===== src/rtl/pp_fwd_pkg.sv =====
package pp_fwd_pkg;

  localparam logic [2:0] MODE_FIFO = 3'b010;
  localparam logic [2:0] MODE_EXT  = 3'b011;

  typedef enum logic [1:0] {
    ST_IDLE    = 2'd0,
    ST_SETUP   = 2'd1,
    ST_STROBE  = 2'd2,
    ST_RELEASE = 2'd3
  } hs_state_e;

  function automatic logic mode_is_fwd(input logic [2:0] m);
    return (m == MODE_FIFO) || (m == MODE_EXT);
  endfunction

  function automatic logic afd_level(input logic [2:0] m, input logic ctl, input logic tag);
    return (m == MODE_EXT) ? ~tag : ctl;
  endfunction

endpackage


===== src/rtl/pp_fwd_mode_dec.sv =====
module pp_fwd_mode_dec
  import pp_fwd_pkg::*;
(
  input  logic [2:0] mode,
  output logic       fwd_active,
  output logic       ext_mode
);
  always_comb begin
    fwd_active = mode_is_fwd(mode);
    ext_mode   = (mode == MODE_EXT);
  end
endmodule


===== src/rtl/pp_fwd_hold_reg.sv =====
module pp_fwd_hold_reg #(
  parameter int BYTE_W = 8
) (
  input  logic              clk,
  input  logic              rst_n,
  input  logic              load,
  input  logic [BYTE_W:0]   entry_in,
  output logic [BYTE_W-1:0] byte_q,
  output logic              tag_q
);
  always_ff @(posedge clk or negedge rst_n) begin
    if (!rst_n) begin
      byte_q <= '0;
      tag_q  <= 1'b0;
    end else if (load) begin
      byte_q <= entry_in[BYTE_W-1:0];
      tag_q  <= entry_in[BYTE_W];
    end
  end
endmodule


===== src/rtl/pp_fwd_hs_fsm.sv =====
module pp_fwd_hs_fsm
  import pp_fwd_pkg::*;
#(
  parameter int STB_PULSE = 2
) (
  input  logic clk,
  input  logic rst_n,
  input  logic fwd_active,
  input  logic ext_mode,
  input  logic fifo_empty,
  input  logic busy,
  output logic pop,
  output logic strobe,
  output logic cycle_open
);
  localparam int CNT_W = (STB_PULSE < 2) ? 1 : $clog2(STB_PULSE);
  localparam logic [CNT_W-1:0] CNT_LAST = CNT_W'(STB_PULSE - 1);

  hs_state_e        state_q, state_d;
  logic [CNT_W-1:0] cnt_q, cnt_d;

  always_comb begin
    state_d = state_q;
    cnt_d   = cnt_q;
    pop     = 1'b0;
    if (!fwd_active) begin
      state_d = ST_IDLE;
      cnt_d   = '0;
    end else begin
      case (state_q)
        ST_IDLE: begin
          if (!fifo_empty) begin
            pop     = 1'b1;
            state_d = ST_SETUP;
          end
        end
        ST_SETUP: begin
          cnt_d = '0;
          if (!busy) state_d = ST_STROBE;
        end
        ST_STROBE: begin
          if (ext_mode) begin
            if (busy) state_d = ST_RELEASE;
          end else if (cnt_q >= CNT_LAST) begin
            state_d = ST_IDLE;
          end else begin
            cnt_d = cnt_q + 1'b1;
          end
        end
        ST_RELEASE: begin
          if (!busy) state_d = ST_IDLE;
        end
        default: state_d = ST_IDLE;
      endcase
    end
  end

  always_ff @(posedge clk or negedge rst_n) begin
    if (!rst_n) begin
      state_q <= ST_IDLE;
      cnt_q   <= '0;
    end else begin
      state_q <= state_d;
      cnt_q   <= cnt_d;
    end
  end

  assign strobe     = (state_q == ST_STROBE);
  assign cycle_open = (state_q != ST_IDLE);
endmodule


===== src/rtl/pp_fwd_engine.sv =====
module pp_fwd_engine
  import pp_fwd_pkg::*;
#(
  parameter int BYTE_W    = 8,
  parameter int STB_PULSE = 2
) (
  input  logic              clk,
  input  logic              rst_n,
  input  logic [2:0]        mode,
  input  logic              ctl_afd,
  input  logic              fifo_empty,
  input  logic [BYTE_W:0]   fifo_rdata,
  output logic              fifo_pop,
  input  logic              busy,
  output logic [BYTE_W-1:0] pd_out,
  output logic              afd_out,
  output logic              stb_out,
  output logic              empty_flag
);
  logic fwd_active;
  logic ext_mode;
  logic pop_evt;
  logic cycle_open;
  logic tag_q;

  pp_fwd_mode_dec u_dec (
    .mode       (mode),
    .fwd_active (fwd_active),
    .ext_mode   (ext_mode)
  );

  pp_fwd_hs_fsm #(.STB_PULSE(STB_PULSE)) u_fsm (
    .clk        (clk),
    .rst_n      (rst_n),
    .fwd_active (fwd_active),
    .ext_mode   (ext_mode),
    .fifo_empty (fifo_empty),
    .busy       (busy),
    .pop        (pop_evt),
    .strobe     (stb_out),
    .cycle_open (cycle_open)
  );

  pp_fwd_hold_reg #(.BYTE_W(BYTE_W)) u_hold (
    .clk      (clk),
    .rst_n    (rst_n),
    .load     (pop_evt),
    .entry_in (fifo_rdata),
    .byte_q   (pd_out),
    .tag_q    (tag_q)
  );

  assign fifo_pop   = pop_evt;
  assign afd_out    = afd_level(mode, ctl_afd, tag_q);
  assign empty_flag = fifo_empty & ~cycle_open;
endmodule


===== config.mk =====
export PLATFORM = sky130hd
export DESIGN_NAME = pp_fwd_engine
export DESIGN_NICKNAME = d
export VERILOG_FILES = /design/src/rtl/pp_fwd_pkg.sv /design/src/rtl/pp_fwd_mode_dec.sv /design/src/rtl/pp_fwd_hold_reg.sv /design/src/rtl/pp_fwd_hs_fsm.sv /design/src/rtl/pp_fwd_engine.sv
export SDC_FILE = /design/constraint.sdc
export NUM_CORES = 1
export LEC_CHECK = 0
export CAP_MARGIN = 20
export CORE_MARGIN = 2
export CORE_UTILIZATION = 38
export DETAILED_ROUTE_END_ITERATION = 16
export PLACE_DENSITY = 0.76
export SYNTH_ARGS = -nofsm -noshare
export SYNTH_HDL_FRONTEND = slang
export SYNTH_SLANG_ARGS = --single-unit

===== constraint.sdc =====
create_clock -name clk -period 1.4 [get_ports clk]
set_input_delay 0.35 -clock clk [delete_from_list [all_inputs] [get_ports clk]]
set_output_delay 0.35 -clock clk [all_outputs]
set_load 0.02 [all_outputs]

Yosys cells after proc, flatten, opt, wreduce, memory -nomap -nowiden
Index checks and enable logic that the tools add are counted.
- multiply operators: 0
- shift-type cells: 0
- magnitude comparators: 1
- equal/unequal tests: 13
- $add $sub $neg: 1
- reduce and logical (&&, ||, !) cells: 5
- bitwise operators: 3
- divide/modulo/power cells: 0
- multiplexer cells: 16
- operators with widths (operator ; number):
    $ne A3 B3 Y1 const B ; 6
    $mux W2 ; 7
    $ne A4 B4 Y1 const B ; 2
    $pmux W2 S4 ; 1
    $mux W1 ; 7
    $eq A3 B2 Y1 const B ; 2
    $reduce_and A5 Y1 ; 1
    $eq A2 B2 Y1 const B ; 2
    $reduce_and A3 Y1 ; 1
    $eq A2 B1 Y1 const B ; 1
    $logic_not A2 Y1 ; 1
    $not A1 Y1 ; 2
    $pmux W1 S2 ; 1
    $reduce_bool A2 Y1 ; 1
    $add A1 B1 Y1 const B ; 1
    $and A1 B1 Y1 ; 1
    $ge A1 B1 Y1 const B ; 1
    $logic_or A1 B1 Y1 ; 1
- bits in writable memories: 0
- bits in read-only memories: 0
- memories kept: 0
- bits in latches: 0
- register bits after elaboration: 12
- output and inout port bits: 12

Depth between registers and ports, before layout
- depth in word-level cells: 5
- mapped depth: 3
- gate-level depth less buffers: 3

By module
A second synthesis with hierarchy kept.
- cell total of the unflattened synthesis: 45
- area total of the unflattened synthesis: 603.1 µm²
- modules (own cells, without submodules) (module ; times used ; area each (µm²) ; cells each):
    pp_fwd_hold_reg ; 1 ; 371.6 ; 19
    pp_fwd_hs_fsm ; 1 ; 176.4 ; 20
    pp_fwd_engine ; 1 ; 40.0 ; 4
    pp_fwd_mode_dec ; 1 ; 15.0 ; 2

Worst setup path before layout
No wires, ideal clock.
- path type: input-to-output
- start point: input port mode[2]
- end point: output port afd_out
- data required time: 1050 ps
- arrival: 1085 ps
- setup slack: -35 ps
- stages: 2
- path through: nand2b_1 -> o31ai_1
- word-level cells in the longest chain between the ends: 2
- RTL lines (item ; line ; RTL):
    start, declared ; pp_fwd_engine.sv:9 ; input logic [2:0] mode,
    $eq A3 B2 Y1 ; pp_fwd_pkg.sv:18 ; return (m == MODE_EXT) ? ~tag : ctl;
    $mux W1 ; pp_fwd_pkg.sv:18 ;
    end, declared ; pp_fwd_engine.sv:16 ; output logic afd_out,
No other way between the ends.

Worst setup path in the final report
- start point: register u_fsm.state_q[1]
- end point: output port fifo_pop
- word-level cells in the longest chain between the ends: 3
- RTL lines (item ; line ; RTL):
    start, declared ; pp_fwd_hs_fsm.sv:19 ; hs_state_e state_q, state_d;
    start signal, assigned ; pp_fwd_hs_fsm.sv:63 ; state_q <= state_d;
    $logic_not A2 Y1 ; pp_fwd_hs_fsm.sv:30 ; case (state_q)
    $mux W1 ; pp_fwd_hs_fsm.sv:30 ;
    $mux W1 ; pp_fwd_hs_fsm.sv:26 ; if (!fwd_active) begin
    end, declared ; pp_fwd_engine.sv:13 ; output logic fifo_pop,
No other way between the ends.

==> results.tsv <==
stage	metric	value	unit
worst_setup_path	cp.required	1050	ps
layout	area.growth.synth_to_final	80.7	%
layout	diodes	0	
worst_setup_path	cp_top_family	flip-flops	
worst_setup_path	criticalPathCategory	reg -> out	
layout	fin_nets	106	
die	design.core.area	0.00147	mm²
synthesis	syn_area	577	µm²
clock_network	cts_buffer_depth	2	
timing	fin_crit_sh	110	%
timing	grt_setup_unrepaired	yes	
job	max_cap_viol_count	0	
route	detail_route.drc_violations	0	
worst_hold_path	min_path_type	in -> async	
route	routedWlPerCell	13.3	µm
layout	multi_input_comb_area	299	µm²
worst_setup_path	timing.critical_path.cells	buf_6 > nor3_4 > nand2_4 > inv_2 > buf_6	
timing	number_of_failing_setup_endpoints_in_the_final_timing_report	4	
place	count_of_placed_standard_cells_including_taps	96	
timing	setup_ws	-140	ps
place	pre_cts_slack	-747	ps
clock_network	cts_tree	built	
route	wirelength	1380	µm
die	die_w	43.0	µm
timing	slew_headroom	85.5	%
synthesis	ys_seq_area_share	52.1	%
grt	antenna_found_initial	0	
clock_network	ctsRootBufferMaster	sky130_fd_sc_hd__clkbuf_4	
clock_network	cts-htree-levels	1	
clock_network	insertion_delay	270	ps
timing	max_freq	0.650	GHz
clock_network	cts_hold_repair.buffers	0	
route	vias_per_cell	4.79	
worst_setup_path	worst-path-max-fanout	2	
synthesis	netlist_instances	43	
die	die_h	43.0	µm
clock_network	clkSlewWorstSetupHoldPaths	70	ps
layout	final_layout_size_suffix_gt1_share	46.6	%
timing	aggregate_negative_setup_slack	-312	ps
pwr	irDropWorstVdd	0.623	mV
timing	finalHoldViolations	0	
worst_setup_path	worstPathBufferInverterCount	3	
synthesis	synth.lib_cells_used.distinct	16	
synthesis	number_of_warning_messages_in_the_yosys_log	0	
route	ant_nets	0	
layout	final-seq-area	300	µm²
route	drtPass1Iterations	4	
run_status	status	finished, violations left	
worst_setup_path	worst_setup_path_start_kind	flip-flop	
timing	finClkSkew	2.09	ps
layout	most-common-layout-cells	sky130_fd_sc_hd__buf_4, sky130_fd_sc_hd__dfrtp_1, sky130_fd_sc_hd__clkdlybuf4s50_1, sky130_fd_sc_hd__dlygate4sd2_1, sky130_fd_sc_hd__mux2_4	
route	num_vias	498	
die	i_o_pins	29	
grt	first_global_vias	514	
grt	grt_total_ovfl	0	
grt	grt_start_max_net_pins	13	
worst_setup_path	critPathSlowestCell	sky130_fd_sc_hd__dfrtp_1	
timing	post-route-min-period	1540	ps
grt	grt_pass1_wl	2300	µm
worst_setup_path	timing.critical_path.to_type	primary output	
synthesis	syn-num-nets	60	
die	starting_utilization_of_the_core_area	39.2	%
clock_network	tritoncts.num_buffers	3	
synthesis	syn_area_per_cell	13.4	µm²
run_status	failed_checks	negative setup slack	
die	die_outline_area	0.00185	mm²
grt	gr_layer_usage_met1	19.9	%
worst_setup_path	critical-path-max-stage-delay	400	ps
place	placement.io_buffers	28	
grt	globalRouteMet3Util	2.98	%
place	finalWeightedCongestion	0.690	
die	rows	14	
grt	global_route.usage.total	17.5	%
pwr	power_per_cell_area	1040	mW/mm²
worst_setup_path	path_common_cell	sky130_fd_sc_hd__buf_6	
timing	timing.final.max_slew_violations	0	
layout	nFillCells	129	
grt	top_usage_layer	met2	
pwr	power.leakage	0.000536	µW
route	drt_iter0_drc	3	
synthesis	yosys_register_bits	12	
grt	global_route.usage.met2	30.9	%
clock_network	clock-sinks	12	
worst_setup_path	critical_path_arrival	1190	ps
timing	transition_time_of_the_tightest_slew_check_pin	218	ps
layout	layout.cells.non_filler	104	
place	place_hpwl	1030	µm
-- worst register-to-register path: cells and delay by family (launching register included) --
kind                   cells  cell delay (ps)
AND/OR/NAND/NOR            2              220
multiplexers               1              320
buffers and inverters      2              320
flip-flops                 1              400
-- kinds of logic after synthesis --
| family | after synthesis | share of synthesized area (%) |
|---|---|---|
| DFF | 12 | 52.1 |
| muxes | 9 | 23.4 |
| and+or+nand+nor | 9 | 12.4 |
| AOI/OAI and AO/OA | 8 | 8.03 |
| buffers and inverters | 4 | 2.60 |
| xor gates and xnor gates | 1 | 1.52 |
-- cell usage after synthesis --
cell	instances	area, µm²
sky130_fd_sc_hd__nor2_1	1	3.75
sky130_fd_sc_hd__nand2_1	1	3.75
sky130_fd_sc_hd__nand2b_1	2	12.5
sky130_fd_sc_hd__mux2_4	9	135
sky130_fd_sc_hd__o31ai_1	1	7.51
sky130_fd_sc_hd__nor3_4	1	16.3
sky130_fd_sc_hd__inv_1	4	15.0
sky130_fd_sc_hd__a21o_2	1	8.76
sky130_fd_sc_hd__and2b_2	1	8.76
sky130_fd_sc_hd__nor3b_1	1	7.51
sky130_fd_sc_hd__xnor2_1	1	8.76
sky130_fd_sc_hd__o21ai_0	3	15.0
sky130_fd_sc_hd__and2b_1	1	7.51
sky130_fd_sc_hd__nand2_4	1	11.3
sky130_fd_sc_hd__dfrtp_1	12	300
sky130_fd_sc_hd__a21oi_1	3	15.0
-- cell type report --
type	count	share of cell area, %
clock buffer	4	3.48
inverter	4	1.44
multi-input combinational	27	28.7
tap	16	1.92
timing repair buffer	41	35.7
sequential	12	28.8
-- through the flow --
stage	utilization [%]	total power, µW	hold slack, ps	area [µm²]
3_3_place_gp	64.5	823	494	950
4_1_cts	69.0	1080	403	1010
6_report	70.8	1080	396	1040
3_5_place_dp	64.5	838	493	950
5_1_grt	70.8	1130	431	1040
2_1_floorplan	-	626	54.4	582
-- routing by layer --
layer  vias to the layer above  share of wire [%]
li1                        237                  -
met1                       238                 37
met2                        21                 55
met3                         2                7.4
met4                         0                1.0
met5                         -                  0
-- state kept, by name, summed over array words and instances (netlist names) --
name           cells
u_hold.byte_q      8
u_fsm.state_q      2
u_fsm.cnt_q        1
u_hold.tag_q       1
-- path summary, 6_finish.rpt --
| check | from | to | cells after the start | slack [ps] |
|---|---|---|---|---|
| max | u_fsm.state_q[1] | fifo_pop | 5 | -140 |
| min | rst_n | u_hold.byte_q[2] | 2 | 400 |
| max reg2reg | u_fsm.state_q[1] | u_hold.byte_q[0] | 5 | 30 |
| min reg2reg | u_hold.byte_q[3] | u_hold.byte_q[3] | 1 | 510 |
| max in group asynchronous | rst_n | u_hold.byte_q[7] | 2 | 850 |
| min in group clk | u_hold.byte_q[3] | u_hold.byte_q[3] | 1 | 510 |
-- report_power, final --
part	switching (µW)	internal (µW)
clock	113	158
combinational	158	211
sequential	39.1	405
total	310	773
-- timing repair --
item	4_1_cts	5_1_grt
endpoints found under the setup margin	21	11
pin swaps	4	2
resized for setup	43	7
setup buffers	3	1
(Power assumes the default switching activity.)
